<file path="src/rtl/tcs_pkg.sv">
package tcs_pkg;

  localparam int SIZE_W = 2;
  localparam int LINE_W = 2;
  localparam int WAY_W  = 2;

  typedef struct packed {
    logic [SIZE_W-1:0] size_code;
    logic [LINE_W-1:0] line_code;
    logic [WAY_W-1:0]  way_code;
  } geom_t;

  localparam int GEOM_W = $bits(geom_t);

  typedef enum logic [2:0] {
    PH_IDLE,
    PH_SENSE,
    PH_LOOKUP,
    PH_APPLY,
    PH_RUN
  } phase_t;

endpackage

</file>
<file path="src/rtl/tcs_binner.sv">
module tcs_binner #(
  parameter int TEMP_W   = 8,
  parameter int NUM_BINS = 6,
  parameter int BIN_STEP = 20,
  parameter int IDX_W    = 3
) (
  input  logic [TEMP_W-1:0] temp,
  output logic [IDX_W-1:0]  bin
);

  localparam int NTHR = NUM_BINS - 1;

  // one comparator per threshold; the count of exceeded thresholds is the
  // rounded-up bin, which caps naturally at the last entry
  logic [NTHR-1:0] above;

  for (genvar g = 0; g < NTHR; g++) begin : g_thr
    localparam logic [TEMP_W:0] THR = (TEMP_W+1)'(g * BIN_STEP);
    assign above[g] = ({1'b0, temp} > THR);
  end

  always_comb begin
    bin = IDX_W'($countones(above));
  end

endmodule

</file>
<file path="src/rtl/tcs_table.sv">
module tcs_table #(
  parameter int NUM_BINS = 6,
  parameter int IDX_W    = 3,
  parameter int GEOM_W   = 6,
  parameter logic [GEOM_W-1:0] RESET_WORD = '0
) (
  input  logic              clk,
  input  logic              rst_n,
  input  logic              we,
  input  logic [IDX_W-1:0]  widx,
  input  logic [GEOM_W-1:0] wdata,
  input  logic [IDX_W-1:0]  ridx,
  output logic [GEOM_W-1:0] rdata
);

  logic [GEOM_W-1:0] mem [NUM_BINS];

  always_ff @(posedge clk) begin
    for (int e = 0; e < NUM_BINS; e++) begin
      if (!rst_n) begin
        mem[e] <= RESET_WORD;
      end else if (we && (int'(widx) == e)) begin
        mem[e] <= wdata;
      end
    end
  end

  always_comb begin
    if (int'(ridx) < NUM_BINS) rdata = mem[ridx];
    else                       rdata = mem[NUM_BINS-1];
  end

  for (genvar g = 0; g < NUM_BINS; g++) begin : g_chk
    AST_ENTRY_HOLD: assert property (@(posedge clk) disable iff (!rst_n)
      !(we && (int'(widx) == g)) |=> $stable(mem[g]));
  end

endmodule

</file>
<file path="src/rtl/tcs_seq.sv">
module tcs_seq
  import tcs_pkg::*;
#(
  parameter int TIMEOUT  = 64,
  parameter int NUM_BINS = 6,
  parameter int IDX_W    = 3
) (
  input  logic             clk,
  input  logic             rst_n,
  input  logic             run_req,
  input  logic             sense_valid,
  input  logic [IDX_W-1:0] sense_bin,
  input  logic             cfg_ready,
  output logic             sense_req,
  output logic [IDX_W-1:0] sel_bin,
  output logic             load_en,
  output logic             cfg_valid,
  output logic             start_en,
  output logic             busy
);

  localparam int CNT_W = $clog2(TIMEOUT + 1);
  localparam logic [IDX_W-1:0] HOT_BIN = IDX_W'(NUM_BINS - 1);
  localparam logic [CNT_W-1:0] LAST_WAIT = CNT_W'(TIMEOUT - 1);

  phase_t            ph;
  logic [CNT_W-1:0]  wait_cnt;
  logic [IDX_W-1:0]  bin_q;

  always_ff @(posedge clk) begin
    if (!rst_n) begin
      ph       <= PH_IDLE;
      wait_cnt <= '0;
      bin_q    <= HOT_BIN;
    end else begin
      unique case (ph)
        PH_IDLE, PH_RUN: begin
          if (run_req) begin
            ph       <= PH_SENSE;
            wait_cnt <= '0;
          end
        end
        PH_SENSE: begin
          if (sense_valid) begin
            bin_q <= sense_bin;
            ph    <= PH_LOOKUP;
          end else if (wait_cnt == LAST_WAIT) begin
            bin_q <= HOT_BIN;
            ph    <= PH_LOOKUP;
          end else begin
            wait_cnt <= wait_cnt + CNT_W'(1);
          end
        end
        PH_LOOKUP: ph <= PH_APPLY;
        PH_APPLY: if (cfg_ready) ph <= PH_RUN;
        default: ph <= PH_IDLE;
      endcase
    end
  end

  assign sense_req = (ph == PH_SENSE);
  assign load_en   = (ph == PH_LOOKUP);
  assign cfg_valid = (ph == PH_APPLY);
  assign start_en  = (ph == PH_RUN);
  assign busy      = (ph == PH_SENSE) || (ph == PH_LOOKUP) || (ph == PH_APPLY);
  assign sel_bin   = bin_q;

  AST_WAIT_BOUND: assert property (@(posedge clk) disable iff (!rst_n)
    sense_req |-> (wait_cnt < CNT_W'(TIMEOUT)));
  AST_FALLBACK_HOT: assert property (@(posedge clk) disable iff (!rst_n)
    (sense_req && !sense_valid && wait_cnt == LAST_WAIT) |=> (!sense_req && sel_bin == HOT_BIN));
  AST_SENSE_RELEASE: assert property (@(posedge clk) disable iff (!rst_n)
    (sense_req && sense_valid) |=> !sense_req);
  AST_BUSY_NO_RESTART: assert property (@(posedge clk) disable iff (!rst_n)
    (busy && !sense_req) |=> !sense_req);

endmodule

</file>
<file path="src/rtl/temp_cfg_selector.sv">
module temp_cfg_selector
  import tcs_pkg::*;
#(
  parameter int TEMP_W   = 8,
  parameter int NUM_BINS = 6,
  parameter int BIN_STEP = 20,
  parameter int TIMEOUT  = 64,
  parameter logic [GEOM_W-1:0] RESET_WORD = '0,
  localparam int IDX_W   = $clog2(NUM_BINS)
) (
  input  logic              clk,
  input  logic              rst_n,
  input  logic              run_req,
  output logic              start_en,
  output logic              sense_req,
  input  logic              sense_valid,
  input  logic [TEMP_W-1:0] sense_temp,
  input  logic              wr_valid,
  output logic              wr_ready,
  input  logic [IDX_W-1:0]  wr_idx,
  input  logic [GEOM_W-1:0] wr_data,
  output logic              cfg_valid,
  input  logic              cfg_ready,
  output logic [GEOM_W-1:0] cfg_data
);

  logic [IDX_W-1:0]  meas_bin;
  logic [IDX_W-1:0]  sel_bin;
  logic              load_en;
  logic              busy;
  logic              tbl_we;
  logic [GEOM_W-1:0] tbl_word;
  geom_t             issue_q;

  tcs_binner #(
    .TEMP_W  (TEMP_W),
    .NUM_BINS(NUM_BINS),
    .BIN_STEP(BIN_STEP),
    .IDX_W   (IDX_W)
  ) u_binner (
    .temp(sense_temp),
    .bin (meas_bin)
  );

  tcs_seq #(
    .TIMEOUT (TIMEOUT),
    .NUM_BINS(NUM_BINS),
    .IDX_W   (IDX_W)
  ) u_seq (
    .clk        (clk),
    .rst_n      (rst_n),
    .run_req    (run_req),
    .sense_valid(sense_valid),
    .sense_bin  (meas_bin),
    .cfg_ready  (cfg_ready),
    .sense_req  (sense_req),
    .sel_bin    (sel_bin),
    .load_en    (load_en),
    .cfg_valid  (cfg_valid),
    .start_en   (start_en),
    .busy       (busy)
  );

  assign wr_ready = !busy;
  assign tbl_we   = wr_valid && wr_ready && (int'(wr_idx) < NUM_BINS);

  tcs_table #(
    .NUM_BINS  (NUM_BINS),
    .IDX_W     (IDX_W),
    .GEOM_W    (GEOM_W),
    .RESET_WORD(RESET_WORD)
  ) u_table (
    .clk  (clk),
    .rst_n(rst_n),
    .we   (tbl_we),
    .widx (wr_idx),
    .wdata(wr_data),
    .ridx (sel_bin),
    .rdata(tbl_word)
  );

  // issue register: captured once per selection, held through the run
  always_ff @(posedge clk) begin
    if (!rst_n)       issue_q <= geom_t'(RESET_WORD);
    else if (load_en) issue_q <= geom_t'(tbl_word);
  end

  assign cfg_data = issue_q;

  AST_CFG_HOLD: assert property (@(posedge clk) disable iff (!rst_n)
    (cfg_valid && !cfg_ready) |=> (cfg_valid && $stable(cfg_data)));
  AST_START_AFTER_ACK: assert property (@(posedge clk) disable iff (!rst_n)
    $rose(start_en) |-> $past(cfg_valid && cfg_ready));
  AST_PHASE_EXCL: assert property (@(posedge clk) disable iff (!rst_n)
    $onehot0({sense_req, cfg_valid, start_en}));
  AST_RUN_STABLE: assert property (@(posedge clk) disable iff (!rst_n)
    (start_en && $past(start_en)) |-> $stable(cfg_data));
  AST_WR_BLOCKED: assert property (@(posedge clk) disable iff (!rst_n)
    (sense_req || cfg_valid) |-> !wr_ready);

endmodule

</file>
<file path="config.mk">
export PLATFORM = sky130hd
export DESIGN_NAME = temp_cfg_selector
export DESIGN_NICKNAME = d
export VERILOG_FILES = /design/src/rtl/tcs_pkg.sv /design/src/rtl/tcs_binner.sv /design/src/rtl/tcs_table.sv /design/src/rtl/tcs_seq.sv /design/src/rtl/temp_cfg_selector.sv
export SDC_FILE = /design/constraint.sdc
export NUM_CORES = 1
export LEC_CHECK = 0
export CORE_MARGIN = 2
export CORE_UTILIZATION = 42
export CTS_BUF_LIST = sky130_fd_sc_hd__clkbuf_4 sky130_fd_sc_hd__clkbuf_8
export DETAILED_ROUTE_END_ITERATION = 10
export DONT_BUFFER_PORTS = 1
export GPL_TIMING_DRIVEN = 0
export PLACE_DENSITY = 0.66
export RECOVER_POWER = 25
export SYNTH_ARGS = -nofsm -noshare
export SYNTH_HDL_FRONTEND = slang
export SYNTH_SLANG_ARGS = --single-unit
</file>
<file path="constraint.sdc">
create_clock -name clk -period 3.5 [get_ports clk]
set_input_delay 0.875 -clock clk [delete_from_list [all_inputs] [get_ports clk]]
set_output_delay 0.875 -clock clk [all_outputs]
set_load 0.03 [all_outputs]
</file>
==> impl_metrics.py <==
metrics = {
    "status": {
        "outcome": "finished with violations",
        "violations": "capacitance limit, slew limit",
    },
    "clocking": {
        "cts_buffer_depth": 2,
        "post_cts_buffers": 0,
        "clkTransAtPathRegs_ps": 70,
        "clock-sinks": 58,
        "ctsHoldBuffers": 0,
        "cts_tree": "done",
        "cts_resized": 0,
        "clk_latency_ps": 340,
        "cts.htree.levels": 3,
        "cts.root.buffer_cell": "clkbuf_8",
        "numCtsBuffers": 9,
    },
    "die": {
        "die_y_um": 86.1,
        "die_area_um2": 7410,
        "boundaryPins": 33,
        "start_util": 0.441,
        "die_x_um": 86.1,
        "coreArea_um2": 6420,
        "num_rows": 29,
    },
    "finish": {
        "final_layout_size_suffix_gt1_frac": 0.0772,
        "n_antenna_cell": 0,
        "areaGrowthSynthToFinish_pct": 9.28,
        "nets": 308,
        "mostFrequentLayoutCells": "and2_1 (36), edfxtp_1 (36), nand2_1 (23)",
    },
    "setup_path": {
        "cpPeakStageDelay_ps": 530,
        "cp_max_fo": 4,
        "rrSetupSlack_ps": 680,
        "worstPathArrival_ps": 3340,
        "r2r-start": "u_seq.ph[0]",
        "crit_type": "input port to register",
        "crit_path_start": "sense_temp[3]",
        "crit_cells": 8,
        "setup.worst_path.start_class": "input port",
        "crit_chain": "or4_1 > or3b_2 > ha_1 > fa_1 > inv_1 > fa_1 > nor2_1 > o21a_1",
        "crit_path_top_delay_cell": "or4_1",
        "crit_end": "u_seq.sel_bin[1]",
        "cpLargestDelayFamily": "adder cells",
        "required_ps": 3770,
        "cp_common_cell": "fa_1",
        "end_kind": "register",
        "worst_r2r_path_depth": 4,
        "reg2reg_to": "u_table.mem[2][5]",
        "worstPathBufferInverterCount": 1,
    },
    "synth": {
        "synthArstFlopShare": 0,
        "ys.flop_type": "edfxtp_1",
        "synthesis.nets": 297,
        "ys_ff_latch": 58,
        "yosys_warnings": 0,
        "yosys-top-cells-area": "edfxtp_1 (38%), dfxtp_1 (16%), and2_1 (8.2%)",
        "synth_edf_count": 36,
        "synth_largest_area_cell": "edfxtp_1",
        "synth_area_um2": 2830,
        "postSynthCellCount": 269,
        "syn_avg_cell_area_um2": 10.5,
        "synthDistinctLibCells": 43,
        "synth_top_area_frac": 0.382,
        "ys_seq_area_frac": 0.538,
    },
    "grt": {
        "antenna_found_initial": 0,
        "globalRouteTotalUtil": 0.179,
        "grt_max_degree": 11,
        "grt_overflow": 0,
        "grt_pass1_wl_mm": 9.79,
        "grt_pass1_vias": 1999,
    },
    "placement": {
        "io_buffers": 0,
        "gp_congestion": 0.844,
        "dp_hpwl_mm": 4.50,
    },
    "timing": {
        "setup_tns_ps": 0,
        "finalSetupViolCount": 0,
        "rsz0062_at_grt": "false",
        "final_max_slew_viol_count": 10,
        "period_share": 0.877,
        "period_needed_ps": 3070,
        "fmax_ghz": 0.326,
        "hold_viol_final": 0,
        "hold_slack_ps": 473,
        "skew_ps": 12.8,
        "worstMarginPinSlew_ps": 1550,
        "maxSlewHeadroom": -0.0452,
    },
    "routing": {
        "via_per_inst": 5.66,
        "vias": 2050,
        "wl_per_cell_um": 16.9,
        "drc": 0,
        "routed_wl_mm": 6.11,
        "dr.pass1.iters": 4,
        "antenna_left": 0,
        "drtIter0Drc": 164,
    },
    "hold_path": {
        "whs_path_depth": 2,
        "min_path_type": "register to register",
    },
    "pwr": {
        "ir_drop_mv": 0.206,
        "leakagePower_uw": 0.00108,
        "powerDensity_nw_per_um2": 493,
    },
    "job": {
        "maxCapViolations": 1,
    },
}
[worst register-to-register path, cell delays in order, from the launching register on]
cell      delay, ps
dfxtp_1         310
clkbuf_1        190
o21bai_1        710
nand3_1         300
o31ai_1         920
[power breakdown]
group	total (uW)	internal, uW	switching (uW)
Sequential	785	758	26.2
Clock	596	331	265
Combinational	144	45.9	98.3
Total	1530	1140	390
[registers in the layout, summed over array words and instances, names as in the netlist, named ones only]
name / count
cfg_data: 6
u_seq.ph: 3
u_seq.sel_bin: 3
u_seq.wait_cnt: 7
u_table.mem: 36
[logic make-up after synthesis]
family | Yosys count | share of synthesized area
AOI/OAI and AO/OA | 61 | 0.143
and+or+nand+nor | 125 | 0.261
buffers and inverters | 19 | 0.0274
DFF | 58 | 0.538
adders and majority gates | 5 | 0.0274
muxes | 1 | 0.00354
[how the worst min path moves through the flow]
stage                      startpoint  slack, ps                 to
finish              u_seq.wait_cnt[6]        470  u_seq.wait_cnt[6]
global route        u_seq.wait_cnt[6]        500  u_seq.wait_cnt[6]
CTS                 u_seq.wait_cnt[6]        490  u_seq.wait_cnt[6]
detailed placement  u_seq.wait_cnt[6]        470  u_seq.wait_cnt[6]
global placement    u_seq.wait_cnt[6]        460  u_seq.wait_cnt[6]
floorplan           u_seq.wait_cnt[6]        450  u_seq.wait_cnt[6]
[synth_stat cells (2+ instances only)]
cell / instances
a211oi_1: 12
a21o_1: 2
a21oi_1: 7
a31oi_1: 11
and2_1: 37
buf_2: 2
clkbuf_1: 9
dfxtp_1: 22
edfxtp_1: 36
fa_1: 2
ha_1: 3
inv_1: 7
nand2_1: 23
nand2b_1: 5
nand3_1: 7
nand4_1: 8
nor2_1: 8
nor2b_1: 12
nor3_1: 4
o211ai_1: 2
o21a_1: 2
o21ai_0: 10
o22ai_1: 6
o31ai_1: 5
or3_1: 2
or4_1: 8
[metal layers]
layer,wire (um),part of all wire,up-vias,GRT usage
met2,2740,0.45,48,0.269
met3,339,0.055,6,0.0597
met4,88,0.014,0,0.0851
met1,2940,0.48,969,0.232
li1,-,-,1027,-
met5,0,0,-,0
[final cells by class]
type                       instances  area (um2)
clock buffer                      10         131
fill                             581        3330
sequential                        58        1520
tap                               77        96.3
clock inverter                     6        57.6
buffer                            12        47.5
multi-input combinational        192        1210
inverter                           7        26.3
[per-stage QoR]
step | setup WS (ps) | cells | utilization | total power [uW] | area, um2
after CTS | 435 | 362 | 0.485 | 1540 | 3120
final | 431 | 362 | 0.482 | 1530 | 3090
after detailed placement | 93.6 | 346 | 0.456 | 949 | 2930
after global placement | 81.2 | 346 | 0.456 | 946 | 2930
after global routing | 303 | 362 | 0.482 | 1590 | 3090
after floorplan | 169 | 269 | - | 911 | 2830
Note: power is estimated with default switching activity, not from simulation.
